**src/rtl/alarm_irq_latch.sv**
```systemverilog
module alarm_irq_latch #(
  parameter int W = 8,
  parameter int UNUSED_BIT = 5
) (
  input  logic         clk,
  input  logic         rst_n,
  input  logic [W-1:0] alm_live,
  input  logic [W-1:0] err_live,
  input  logic [W-1:0] alm_en,
  input  logic [W-1:0] err_en,
  input  logic [W-1:0] alm_type,
  input  logic         alm_hold,
  input  logic         err_hold,
  input  logic         sec_tick,
  input  logic         alm_rd,
  input  logic         err_rd,
  output logic [W-1:0] alm_stat,
  output logic [W-1:0] err_stat,
  output logic         irq
);
  localparam logic [W-1:0] LIVE_MASK = ~(W'(1) << UNUSED_BIT);

  logic [W-1:0] alm_in, alm_prev, err_prev, alm_aged, err_aged;
  logic [W-1:0] alm_evt, err_evt, alm_clr, err_clr;

  assign alm_in  = alm_live & LIVE_MASK;
  assign alm_evt = alm_en & ((alm_type & (alm_in ^ alm_prev)) | (~alm_type & alm_in & ~alm_prev));
  assign err_evt = err_en & err_live & ~err_prev;

  assign alm_clr = alm_hold ? (sec_tick ? alm_aged : '0) : {W{alm_rd}};
  assign err_clr = err_hold ? (sec_tick ? err_aged : '0) : {W{err_rd}};

  assign irq = |(alm_stat & alm_en) | |(err_stat & err_en);

  always_ff @(posedge clk or negedge rst_n) begin
    if (!rst_n) begin
      alm_prev <= '0;
      err_prev <= '0;
      alm_stat <= '0;
      err_stat <= '0;
      alm_aged <= '0;
      err_aged <= '0;
    end else begin
      alm_prev <= alm_in;
      err_prev <= err_live;
      alm_stat <= alm_evt | (alm_stat & ~alm_clr);
      err_stat <= err_evt | (err_stat & ~err_clr);
      alm_aged <= alm_hold ? (~alm_evt & (sec_tick ? (alm_stat & ~alm_aged) : alm_aged)) : '0;
      err_aged <= err_hold ? (~err_evt & (sec_tick ? (err_stat & ~err_aged) : err_aged)) : '0;
    end
  end

  a_r8_unused_zero: assert property (@(posedge clk) disable iff (!rst_n)
    alm_stat[UNUSED_BIT] == 1'b0);

  a_r6_event_wins: assert property (@(posedge clk) disable iff (!rst_n)
    (|err_evt) |=> ((err_stat & $past(err_evt)) == $past(err_evt)));

  a_r4_no_set_disabled: assert property (@(posedge clk) disable iff (!rst_n)
    1'b1 |=> ((alm_stat & ~$past(alm_stat) & ~$past(alm_en)) == '0));

  a_r5_read_clears: assert property (@(posedge clk) disable iff (!rst_n)
    (!err_hold && err_rd && err_evt == '0) |=> err_stat == '0);

  a_r7_hold_ignores_read: assert property (@(posedge clk) disable iff (!rst_n)
    (alm_hold && alm_rd && !sec_tick && alm_evt == '0) |=> alm_stat == $past(alm_stat));
endmodule

```
**config.mk**
```make
export PLATFORM = sky130hd
export DESIGN_NAME = alarm_irq_latch
export DESIGN_NICKNAME = d
export VERILOG_FILES = /design/src/rtl/alarm_irq_latch.sv
export SDC_FILE = /design/constraint.sdc
export NUM_CORES = 1
export LEC_CHECK = 0
export ABC_AREA = 1
export CAP_MARGIN = 20
export CORE_ASPECT_RATIO = 0.5
export CORE_UTILIZATION = 50
export CTS_BUF_LIST = sky130_fd_sc_hd__clkbuf_4 sky130_fd_sc_hd__clkbuf_8 sky130_fd_sc_hd__clkbuf_16
export CTS_CLUSTER_SIZE = 14
export DETAILED_ROUTE_END_ITERATION = 8
export PLACE_DENSITY = 0.84
export RECOVER_POWER = 100
export SYNTH_ARGS = -nofsm -noshare
export SYNTH_HDL_FRONTEND = slang
export SYNTH_SLANG_ARGS = --single-unit
export TNS_END_PERCENT = 50
```
**constraint.sdc**
```tcl
create_clock -name clk -period 2.6 [get_ports clk]
set_input_delay 0.78 -clock clk [delete_from_list [all_inputs] [get_ports clk]]
set_output_delay 0.78 -clock clk [all_outputs]
set_load 0.05 [all_outputs]
```
Word level (Yosys, flattened, before mapping)
Cells that the tools add are included.

word-level totals
  input bits = 47
  flip-flop bits (word level) = 47

operators by class
  bitwise logic cells = 28
  reductions and logical operators = 2
  mux-type cells = 8

operators by type and width
  kind                count
  AND 8 bit           14
  inverter 8 bit      9
  2-to-1 mux 8 bit    8
  OR 8 bit            3
  OR reduction 8 bit  2
  bitwise XOR 8 bit   1
  OR 1 bit            1

Logic depth before layout (Yosys ltp)
Gate-level depths: netlist of run 1.

  word-level depth = 8
  mapped depth = 6

Worst setup path before layout of run 1
No wires, ideal clock.

  kind = input to output
  start point = in err_en[6]
  end point = out irq
  data required time = 1.820 ns
  cell stages on the path = 6
  arrival = 1.343 ns
  path buffers = 0
  slack = 0.477 ns
  path through = nand2_1 nand2_1 inv_1 nand2_1 nor2_1 nand2_1

between the ends
  longest elaborated chain between the ends = 3

RTL lines
  item                RTL line  source
  start, declared     10        input logic [W-1:0] err_en,
  AND 8 bit           33        assign irq = |(alm_stat & alm_en) | |(err_stat & err_en);
  OR reduction 8 bit  33
  OR 1 bit            33
  end, declared       19        output logic irq

No other way between the ends.

Worst setup path in the final report of run 1
  start point = in alm_en[7]
  end point = out irq

between the ends
  longest elaborated chain between the ends = 3

RTL lines
  item                RTL line  source
  start, declared     9         input logic [W-1:0] alm_en,
  AND 8 bit           33
  OR reduction 8 bit  33
  OR 1 bit            33

No other way between the ends.

==> results of run 1 <==
## worst register-to-register path: cells and delay by family (launching register included)
family,cells,cell delay [ns]
DFF,1,0.41
and+or+nand+nor,2,0.20
AOI/OAI and AO/OA,1,0.20
## per-stage QoR
step,hold slack (ns),setup slack [ns]
floorplan,0.443,0.477
global placement,0.463,-0.0338
detailed placement,0.475,-0.0675
CTS,0.491,0.00246
global route,0.507,-0.0261
finish,0.483,0.0564
## cells in the mapped netlist, types with 2 or more instances
cell | number | area, sq um
nor3_2 | 3 | 30.0
buf_4 | 2 | 15.0
nand2_1 | 66 | 248
nand3b_1 | 7 | 52.6
o21ai_1 | 6 | 30.0
buf_6 | 4 | 45.0
a21oi_2 | 7 | 61.3
nand3_1 | 26 | 130
inv_1 | 13 | 48.8
o21ai_0 | 6 | 30.0
nor2_1 | 25 | 93.8
a21oi_1 | 24 | 120
dfrtp_1 | 47 | 1180
o22ai_1 | 2 | 12.5
nand2_2 | 4 | 25.0
## timing repair
item,CTS,global route
setup buffers,0,0
pin swaps,1,6
setup endpoints to repair,1,1
hold endpoints to repair,0,0
resized for setup,3,14
## metal layers
metal | share of wire (%) | track usage (%) | vias up
met4 | 0.82 | 5.81 | 0
met1 | 44 | 28.8 | 900
li1 | - | - | 942
met3 | 4.8 | 5.50 | 4
met5 | 0 | 0 | -
met2 | 50 | 39.8 | 43
## flip-flops by register name, summed over array words and instances, names as in the netlist
name / cells
alm_aged: 8
err_stat: 8
err_aged: 8
alm_prev: 7
alm_stat: 8
err_prev: 8
## area by class of cell
type,instances,area (sq um),area share [%]
clock buffer,7,83.8,2.88
inverter,15,61.3,2.10
tap,54,67.6,2.32
sequential,47,1180,40.4
multi-input combinational,178,861,29.6
clock inverter,1,5.00,0.172
timing repair buffer,65,658,22.6
## report_power, final
group	switching (mW)	total (mW)	leakage, nW	internal [mW]
logic	0.272	0.435	0.839	0.163
registers	0.0550	0.849	0.585	0.794
clock network	0.235	0.445	0.0491	0.210
## worst min path at each step
stage	to	slack (ns)	cells past startpoint
detailed placement	err_stat[7]	0.47	1
finish	err_stat[7]	0.48	1
CTS	err_prev[7]	0.49	1
global route	err_stat[7]	0.51	1
floorplan	err_stat[7]	0.44	1
global placement	err_stat[7]	0.46	1
## kinds of logic after synthesis
logic type,Yosys count
buffers and inverters,22
and+or+nand+nor,133
DFF,47
AOI/OAI and AO/OA,45
==> summary.md, run 1 <==
| Metric | Value |
|---|---|
| Hold crit path type | `reg -> reg` |
| Yosys warns | `0` |
| Global-route wire length before repair | `8.14 mm` |
| Clock network latency to the later pin of the worst-skew pair | `between 0.2 and 0.3 ns` |
| Avg Inst Size Synth | `around 8.8 sq um` |
| Worst R2R Start | `err_aged[0]` |
| Ant diodes | `0` |
| Fmax | `about 390 MHz` |
| R2r setup slk | `1.72 ns` |
| # IOs | `64` |
| Pwr dens | `594 nW/um^2` |
| WP data required | `1.82 ns` |
| CTS Buf Count | `5` |
| Vias/cell | `5.15` |
| Slew HR | `-14.0%` |
| Detail Placement HPWL | `~3.5 mm` |
| Seq cells post-synth | `47` |
| TritonCTS clock tree | `done` |
| Crit path max fanout | `2` |
| Maxcap violations | `1` |
| Slowest-stage cell, CP | `clkdlybuf4s50_1` |
| Dpl cell area | `about 2800 sq um` |
| Most frequent cells in the layout | `nand2_1 (64), dfrtp_1 (47), dlygate4sd3_1 (31)` |
| CP endpoint | `irq` |
| Post-synth EDFFs | `0` |
| Core ar. | `4020 sq um` |
| WP data arrival | `around 1.8 ns` |
| Placed Instances | `~360` |
| Cells on worst reg2reg path | `3` |
| Max Slew Vio Count | `35` |
| Rows | `16` |
| Worst reg2reg endpoint | `err_aged[0]` |
| Crit path depth | `8` |
| Synthesized area | `~2200 sq um` |
| Clock skew | `0.00504 ns` |
| GRT Overall Usage | `a little under a quarter` |
| CP Class | `in -> out` |
| Drt total wl | `4.85 mm` |
| Clock Sinks | `47` |
| Most used cell, CP | `nand2_1` |
| Top FF cell, synth | `dfrtp_1` |
| Asr flop ratio synth | `100%` |
| Post-synthesis mux area share | `0%` |
| Htree depth | `2` |
| Share of layout cells above drive strength 1 | `a little over a tenth` |
| ANT nets after route | `0` |
| Area growth syn-to-layout | `34.6%` |
| Pre-Repair DR Iteration Count | `4` |
| Clock transition at path regs | `0.08 ns` |
| Failing checks | `capacitance limit, slew limit` |
| Lkg Pwr | `1.47 nW` |
| Die height | `48.5 um` |
| Hold path start | `err_prev[7]` |
| Outcome | `complete, but fails checks` |
| Final hold violations | `0` |
| Fin crit share | `97.8%` |
| Die X | `95.0 um` |
| Die area | `4610 sq um` |
| Gate Count Post-Synth | `247` |
| Syn Nets | `294` |
| Worst vdd ir | `287 uV` |
| Least-Margin Pin Slew | `1.71 ns` |
| GRT overflow | `0` |
| Fin util | `72.4%` |
| Worst setup SP type | `input pin` |
| Fillers | `320` |
| Starting density of the core | `53.8%` |
| Cell variety after synth | `20` |
| Worst setup path start | `alm_en[7]` |
| CP endpoint kind | `output pin` |
| Complex-gate fraction of the synthesized area | `11.7%` |
| Largest family of logic cells by synthesized area | `simple AND/OR/NAND/NOR gates` |
| Slowest Stage Delay on Critical Path | `0.42 ns` |
| GPL Wtd Cong | `0.736` |
| Xor/xnor share of the synthesized area | `0%` |
| Port bufs | `61` |
| Final Cell Area | `2910 sq um` |
| Total number of vias | `~1.9k` |
| Commonest non-fill, non-tap cell in the layout | `nand2_1` |
| Worst Path Buf+Inv | `3` |
| Nets | `359` |
| Initial antenna violation count | `0` |
| Total negative slack | `0 ns` |
| Post-synthesis adder-cell area fraction | `0%` |
| Post-synthesis sequential area ratio | `54.4%` |
| Post-Layout Cell Count | `367` |
| Worst path cell trace | `clkdlybuf4s50_1 > nand2_1 > nand2_1 > inv_1 > nand2_1 > nor2_2 > nand2_2 > buf_12` |
| Initial drt markers | `43` |
| Post-CTS Hold Buffers | `0` |
| Final setup fails | `0` |
| DRC | `0` |
| Post-layout minimum cycle time | `~2.5 ns` |
| Vias in the first global route | `~1.9k` |
| Root Buffer | `clkbuf_8` |
| Clock tree buffer depth | `2` |
| Tot Pwr | `about 1.7 mW` |
| Family with the most delay on the worst path | `buffers and inverters` |
| Largest net degree at the start of global routing | `35` |
| WL per Instance | `13.2 um` |
| Simple-gate share of the synthesized area | `27.6%` |
Note: power is estimated with default switching activity, not from simulation.
==> run 2: changes to the inputs <==
--- a/config.mk
+++ b/config.mk
@@ -14,6 +14,7 @@
 export DETAILED_ROUTE_END_ITERATION = 8
 export PLACE_DENSITY = 0.84
 export RECOVER_POWER = 100
+export SKIP_CTS_REPAIR_TIMING = 1
 export SYNTH_ARGS = -nofsm -noshare
 export SYNTH_HDL_FRONTEND = slang
 export SYNTH_SLANG_ARGS = --single-unit
==> summary.md, run 2 (synthesis gave the netlist of run 1 again) <==
| Metric | Value |
|---|---|
| Fmax | `394 MHz (was 393 MHz)` |
| Core ar. | `4020 sq um (unchanged)` |
| GPL Wtd Cong | `0.736 (unchanged)` |
| ANT nets after route | `0 (unchanged)` |
| Initial drt markers | `50 (was 43)` |
| Htree depth | `2 (unchanged)` |
| Final hold violations | `0 (unchanged)` |
| Fillers | `315 (was 320)` |
| Crit path max fanout | `2 (unchanged)` |
| Clock tree buffer depth | `2 (unchanged)` |
| Largest net degree at the start of global routing | `35 (unchanged)` |
| CP endpoint kind | `output pin (unchanged)` |
| Nets | `359 (unchanged)` |
| Area of the multi-input gates | `868 sq um (was 861 sq um)` |
| Pre-Repair DR Iteration Count | `4 (unchanged)` |
| Most frequent cells in the layout | `nand2_1 (63), dfrtp_1 (47), dlygate4sd3_1 (31) (was nand2_1 (64), dfrtp_1 (47), dlygate4sd3_1 (31))` |
| Detail Placement HPWL | `3.50 mm (unchanged)` |
| Slew HR | `-12.6% (was -14.0%)` |
| Clock transition at path regs | `0.08 ns (about the same)` |
| Share of layout cells above drive strength 1 | `11.2% (was 10.9%)` |
| Lkg Pwr | `1.47 nW (about the same)` |
| CP Class | `in -> out (unchanged)` |
| Die X | `95.0 um (unchanged)` |
| WP data required | `1.82 ns (about the same)` |
| Ant diodes | `0 (unchanged)` |
| GRT Overall Usage | `22.8% (was 22.9%)` |
| Fin Hold WS | `0.480 ns (was 0.483 ns)` |
| Global-route wire length before repair | `8.09 mm (was 8.14 mm)` |
| Post-Place Worst Slack | `-0.0675 ns (unchanged)` |
| Root Buffer | `clkbuf_8 (unchanged)` |
| Max Slew Vio Count | `35 (unchanged)` |
| WL per Instance | `13.2 um (unchanged)` |
| Die height | `48.5 um (unchanged)` |
| Post-layout minimum cycle time | `2.54 ns (about the same)` |
| FF/Latch Area | `1180 sq um (unchanged)` |
| Worst setup SP type | `input pin (unchanged)` |
| Clock skew | `0.00502 ns (was 0.00504 ns)` |
| Worst vdd ir | `288 uV (was 287 uV)` |
| GRT overflow | `0 (unchanged)` |
| Failing checks | `capacitance limit, slew limit (unchanged)` |
| CTS Buf Count | `5 (unchanged)` |
| Final setup fails | `0 (unchanged)` |
| Vias/cell | `5.18 (was 5.15)` |
| Total negative slack | `0 ns (unchanged)` |
| Commonest non-fill, non-tap cell in the layout | `nand2_1 (unchanged)` |
| Area growth syn-to-layout | `35.0% (was 34.6%)` |
| Initial antenna violation count | `0 (unchanged)` |
| TritonCTS clock tree | `done (unchanged)` |
| Maxcap violations | `1 (unchanged)` |
| Starting density of the core | `53.8% (unchanged)` |
| Total number of vias | `1900 (was 1889)` |
| Rows | `16 (unchanged)` |
| Clock Sinks | `47 (unchanged)` |
| Hold crit path type | `reg -> reg (unchanged)` |
| Pwr dens | `593 nW/um^2 (was 594 nW/um^2)` |
| Post-route setup slack | `0.0603 ns (was 0.0564 ns)` |
| WP data arrival | `1.76 ns (about the same)` |
| Vias in the first global route | `1853 (was 1865)` |
| DRC | `0 (unchanged)` |
| Port bufs | `61 (unchanged)` |
| Least-Margin Pin Slew | `1.69 ns (was 1.71 ns)` |
| # IOs | `64 (unchanged)` |
| Die area | `4610 sq um (unchanged)` |
| Clock network latency to the later pin of the worst-skew pair | `0.29 ns (about the same)` |
| Outcome | `complete, but fails checks (unchanged)` |
| Drt total wl | `4.85 mm (unchanged)` |
| Fin crit share | `97.7% (was 97.8%)` |
-- run 2: cell counts in the layout (fill, tap and decap cells not counted) --
Identical to the previous run, type by type.
-- run 2: path summary, 6_finish.rpt --
| path | from | end | slack [ns] | cells past startpoint |
|---|---|---|---|---|
| min reg2reg | err_prev[7] | err_stat[7] | 0.48 | 1 |
| max reg2reg | err_aged[0] | err_aged[0] | 1.73 | 3 |
| max | alm_en[3] | irq | 0.06 | 8 |
| min in group asynchronous | rst_n | alm_stat[6] | 0.76 | 1 |
| max in group asynchronous | rst_n | err_aged[2] | 0.56 | 2 |
| min | err_prev[7] | err_stat[7] | 0.48 | 1 |
-- run 2: cell type report --
| type | instances | area share, % |
|---|---|---|
| Sequential cell | 47 | 40.3 |
| Multi-Input combinational cell | 178 | 29.7 |
| Timing Repair Buffer | 65 | 22.5 |
| Clock buffer | 7 | 2.87 |
| Tap cell | 54 | 2.31 |
| Inverter | 15 | 2.10 |
| Clock inverter | 1 | 0.171 |
-- run 2: worst max-delay path, cell delays in order --
cell and delay (ns):
clkdlybuf4s50_1 0.42, nand2_1 0.06, nand2_1 0.06, inv_2 0.07, nand2_2 0.07, nor2_4 0.08
nand2_2 0.07, buf_12 0.15
-- run 2: power breakdown --
group / total, mW / switching (mW) / internal [mW]
Clock: 0.444 / 0.234 / 0.210
Combinational: 0.438 / 0.274 / 0.164
Sequential: 0.849 / 0.0550 / 0.794
Total: 1.73 / 0.563 / 1.17
-- run 2: through the flow --
stage                     instance area [sq um]  total power, mW  std cells  util [%]
after CTS                                  2890             1.76        367      71.7
after floorplan                            2160             1.12        247         -
after global placement                     2800             1.30        359      69.5
after detailed placement                   2800             1.32        359      69.5
after global routing                       2920             1.82        367      72.6
final                                      2920             1.73        367      72.6
-- run 2: routing by layer --
metal | vias to the layer above | global-route usage (%) | routed length [um]
met5 | - | 0 | 0
met4 | 0 | 5.81 | 40
met3 | 4 | 5.50 | 224
met2 | 44 | 39.6 | 2440
met1 | 906 | 28.7 | 2140
li1 | 946 | - | -
==> run 3: changes to the inputs <==
--- a/config.mk
+++ b/config.mk
@@ -8,11 +8,11 @@
 export ABC_AREA = 1
 export CAP_MARGIN = 20
 export CORE_ASPECT_RATIO = 0.5
-export CORE_UTILIZATION = 50
+export CORE_UTILIZATION = 42
 export CTS_BUF_LIST = sky130_fd_sc_hd__clkbuf_4 sky130_fd_sc_hd__clkbuf_8 sky130_fd_sc_hd__clkbuf_16
 export CTS_CLUSTER_SIZE = 14
 export DETAILED_ROUTE_END_ITERATION = 8
-export PLACE_DENSITY = 0.84
+export PLACE_DENSITY = 0.75
 export RECOVER_POWER = 100
 export SKIP_CTS_REPAIR_TIMING = 1
 export SYNTH_ARGS = -nofsm -noshare
==> constraint.sdc (replaced) <==
create_clock -name clk -period 2.07 [get_ports clk]
set_input_delay 0.621 -clock clk [delete_from_list [all_inputs] [get_ports clk]]
set_output_delay 0.621 -clock clk [all_outputs]
set_load 0.05 [all_outputs]
==> summary.md, run 3 (synthesis gave the netlist of run 1 again) <==
| Metric | Value |
|---|---|
| Tot Pwr | `2.13 mW (was 1.73 mW)` |
| Hold path start | `err_prev[7] (unchanged)` |
| Ant diodes | `0 (unchanged)` |
| Worst setup path start | `alm_en[3] (unchanged)` |
| Area of the multi-input gates | `842 sq um (was 868 sq um)` |
| CP Class | `in -> out (unchanged)` |
| # IOs | `64 (unchanged)` |
| Commonest non-fill, non-tap cell in the layout | `nand2_1 (unchanged)` |
| Crit path max fanout | `2 (unchanged)` |
| Global-route wire length before repair | `7.56 mm (was 8.09 mm)` |
| Final setup fails | `0 (unchanged)` |
| Port bufs | `61 (unchanged)` |
| RSZ-0062 raised after global routing | `false` |
| Largest net degree at the start of global routing | `48 (was 35)` |
| Post-layout minimum cycle time | `1.96 ns` |
| Placed Instances | `375 (was 359)` |
| ANT nets after route | `0 (unchanged)` |
| Final Cell Area | `2840 sq um (was 2920 sq um)` |
| Lkg Pwr | `1.46 nW (was 1.47 nW)` |
| Maxcap violations | `0 (was 1)` |
| Drt total wl | `4.73 mm (was 4.85 mm)` |
| Worst reg2reg endpoint | `alm_aged[0] (was err_aged[0])` |
| CTS Buf Count | `5 (unchanged)` |
| Post-route setup slack | `0.114 ns (was 0.0603 ns)` |
| Pre-Repair DR Iteration Count | `4 (unchanged)` |
| R2r setup slk | `1.20 ns (was 1.73 ns)` |
| Starting density of the core | `43.9% (was 53.8%)` |
| Die X | `103 um (was 95.0 um)` |
| Root Buffer | `clkbuf_8 (unchanged)` |
| GPL Wtd Cong | `0.758 (was 0.736)` |
| Clock tree buffer depth | `2 (unchanged)` |
| Fillers | `461 (was 315)` |
| Dpl cell area | `2800 sq um (about the same)` |
| Slew HR | `22.9% (was -12.6%)` |
| CP endpoint kind | `output pin (unchanged)` |
| Fin Hold WS | `0.503 ns (was 0.480 ns)` |
| Post-Layout Cell Count | `383 (was 367)` |
| Clock Sinks | `47 (unchanged)` |
| Vias/cell | `4.90 (was 5.18)` |
| Total number of vias | `1877 (was 1900)` |
| GRT Overall Usage | `18.7% (was 22.8%)` |
| Worst R2R Start | `alm_stat[0] (was err_aged[0])` |
| Rows | `18 (was 16)` |
| Cells on worst reg2reg path | `4 (was 3)` |
| WL per Instance | `12.3 um (was 13.2 um)` |
| Die height | `52.8 um (was 48.5 um)` |
| Post-Place Worst Slack | `-0.251 ns (was -0.0675 ns)` |
| Vias in the first global route | `1775 (was 1853)` |
| Core ar. | `4930 sq um (was 4020 sq um)` |
| TritonCTS clock tree | `done (unchanged)` |
| Htree depth | `2 (unchanged)` |
| WP data arrival | `1.33 ns (was 1.76 ns)` |
| Clock skew | `0.00648 ns (was 0.00502 ns)` |
| Clock transition at path regs | `0.09 ns (was 0.08 ns)` |
| GRT overflow | `0 (unchanged)` |
| DRC | `0 (unchanged)` |
| Detail Placement HPWL | `3.47 mm (was 3.50 mm)` |
| Worst vdd ir | `322 uV (was 288 uV)` |
| CP endpoint | `irq (unchanged)` |
| Fin crit share | `between 90% and 100%` |
| Share of layout cells above drive strength 1 | `9.27% (was 11.2%)` |
| Worst setup SP type | `input pin (unchanged)` |
| Initial drt markers | `41 (was 50)` |
| Pwr dens | `751 nW/um^2 (was 593 nW/um^2)` |
| Clock network latency to the later pin of the worst-skew pair | `0.30 ns (was 0.29 ns)` |
| Nets | `359 (unchanged)` |
| Hold crit path type | `reg -> reg (unchanged)` |
| Max Slew Vio Count | `0 (was 35)` |
| Final hold violations | `0 (unchanged)` |
| Outcome | `completed (was complete, but fails checks)` |
| WP data required | `1.45 ns (was 1.82 ns)` |
| Fmax | `511 MHz` |
| Most frequent cells in the layout | `nand2_1 (67), dfrtp_1 (47), a21oi_1 (27) (was nand2_1 (63), dfrtp_1 (47), dlygate4sd3_1 (31))` |
| Area growth syn-to-layout | `31.4% (was 35.0%)` |
| Initial antenna violation count | `0 (unchanged)` |
| Die area | `5460 sq um (was 4610 sq um)` |
| Least-Margin Pin Slew | `1.16 ns (was 1.69 ns)` |
| FF/Latch Area | `1180 sq um (unchanged)` |
-- run 3: changes by cell type in the layout (fill, tap and decap cells not counted), sizes merged --
cell,delta
buf,+1
clkbuf,+13
clkdlybuf4s50,-7
clkinv,-1
clkinvlp,+2
dlygate4sd3,-14
dlymetal6s2s,+5
inv,+1
-- run 3: metal layers --
metal	vias up	global-route usage [%]	share of wire (%)
li1	945	-	-
met1	900	22.0	45
met2	25	34.3	51
met3	7	4.53	2.6
met4	0	5.16	0.89
met5	-	0	0
-- run 3: layout make-up --
cell class / count / area share [%]
timing repair buffer: 65 / 20.5
tap: 70 / 3.08
clock buffer: 5 / 2.42
inverter: 15 / 2.16
sequential: 47 / 41.4
clock inverter: 3 / 0.836
multi-input combinational: 178 / 29.6
-- run 3: power breakdown --
group	switching (mW)	internal [mW]	leakage (nW)	total, mW
clock	0.325	0.242	0.0408	0.566
sequential	0.0699	0.997	0.585	1.07
combinational	0.334	0.167	0.838	0.501
total	0.728	1.41	1.46	2.13
-- run 3: worst min-delay path by stage --
stage / cells after the start / slack [ns] / to
3_5_place_dp: 1 / 0.49 / err_stat[7]
4_1_cts: 2 / 0.29 / err_stat[3]
2_1_floorplan: 0 / 0.33 / alm_aged[0]
5_1_grt: 1 / 0.52 / err_stat[7]
6_report: 1 / 0.50 / err_stat[7]
3_3_place_gp: 1 / 0.46 / err_stat[7]
-- run 3: stage by stage --
step	utilization (%)	setup TNS, ns
2_1_floorplan	-	0
3_5_place_dp	56.8	-0.251
5_1_grt	57.6	0
3_3_place_gp	56.8	-0.259
6_report	57.6	0
4_1_cts	58.7	-0.252
-- run 3: worst max-delay path, stage by stage --
cell and delay [ns]:
dlymetal6s2s_1 0.13, nand2_1 0.07, nand2_1 0.07, inv_2 0.05, nand2_1 0.06, nor2_2 0.11
nand2_2 0.08, buf_12 0.15
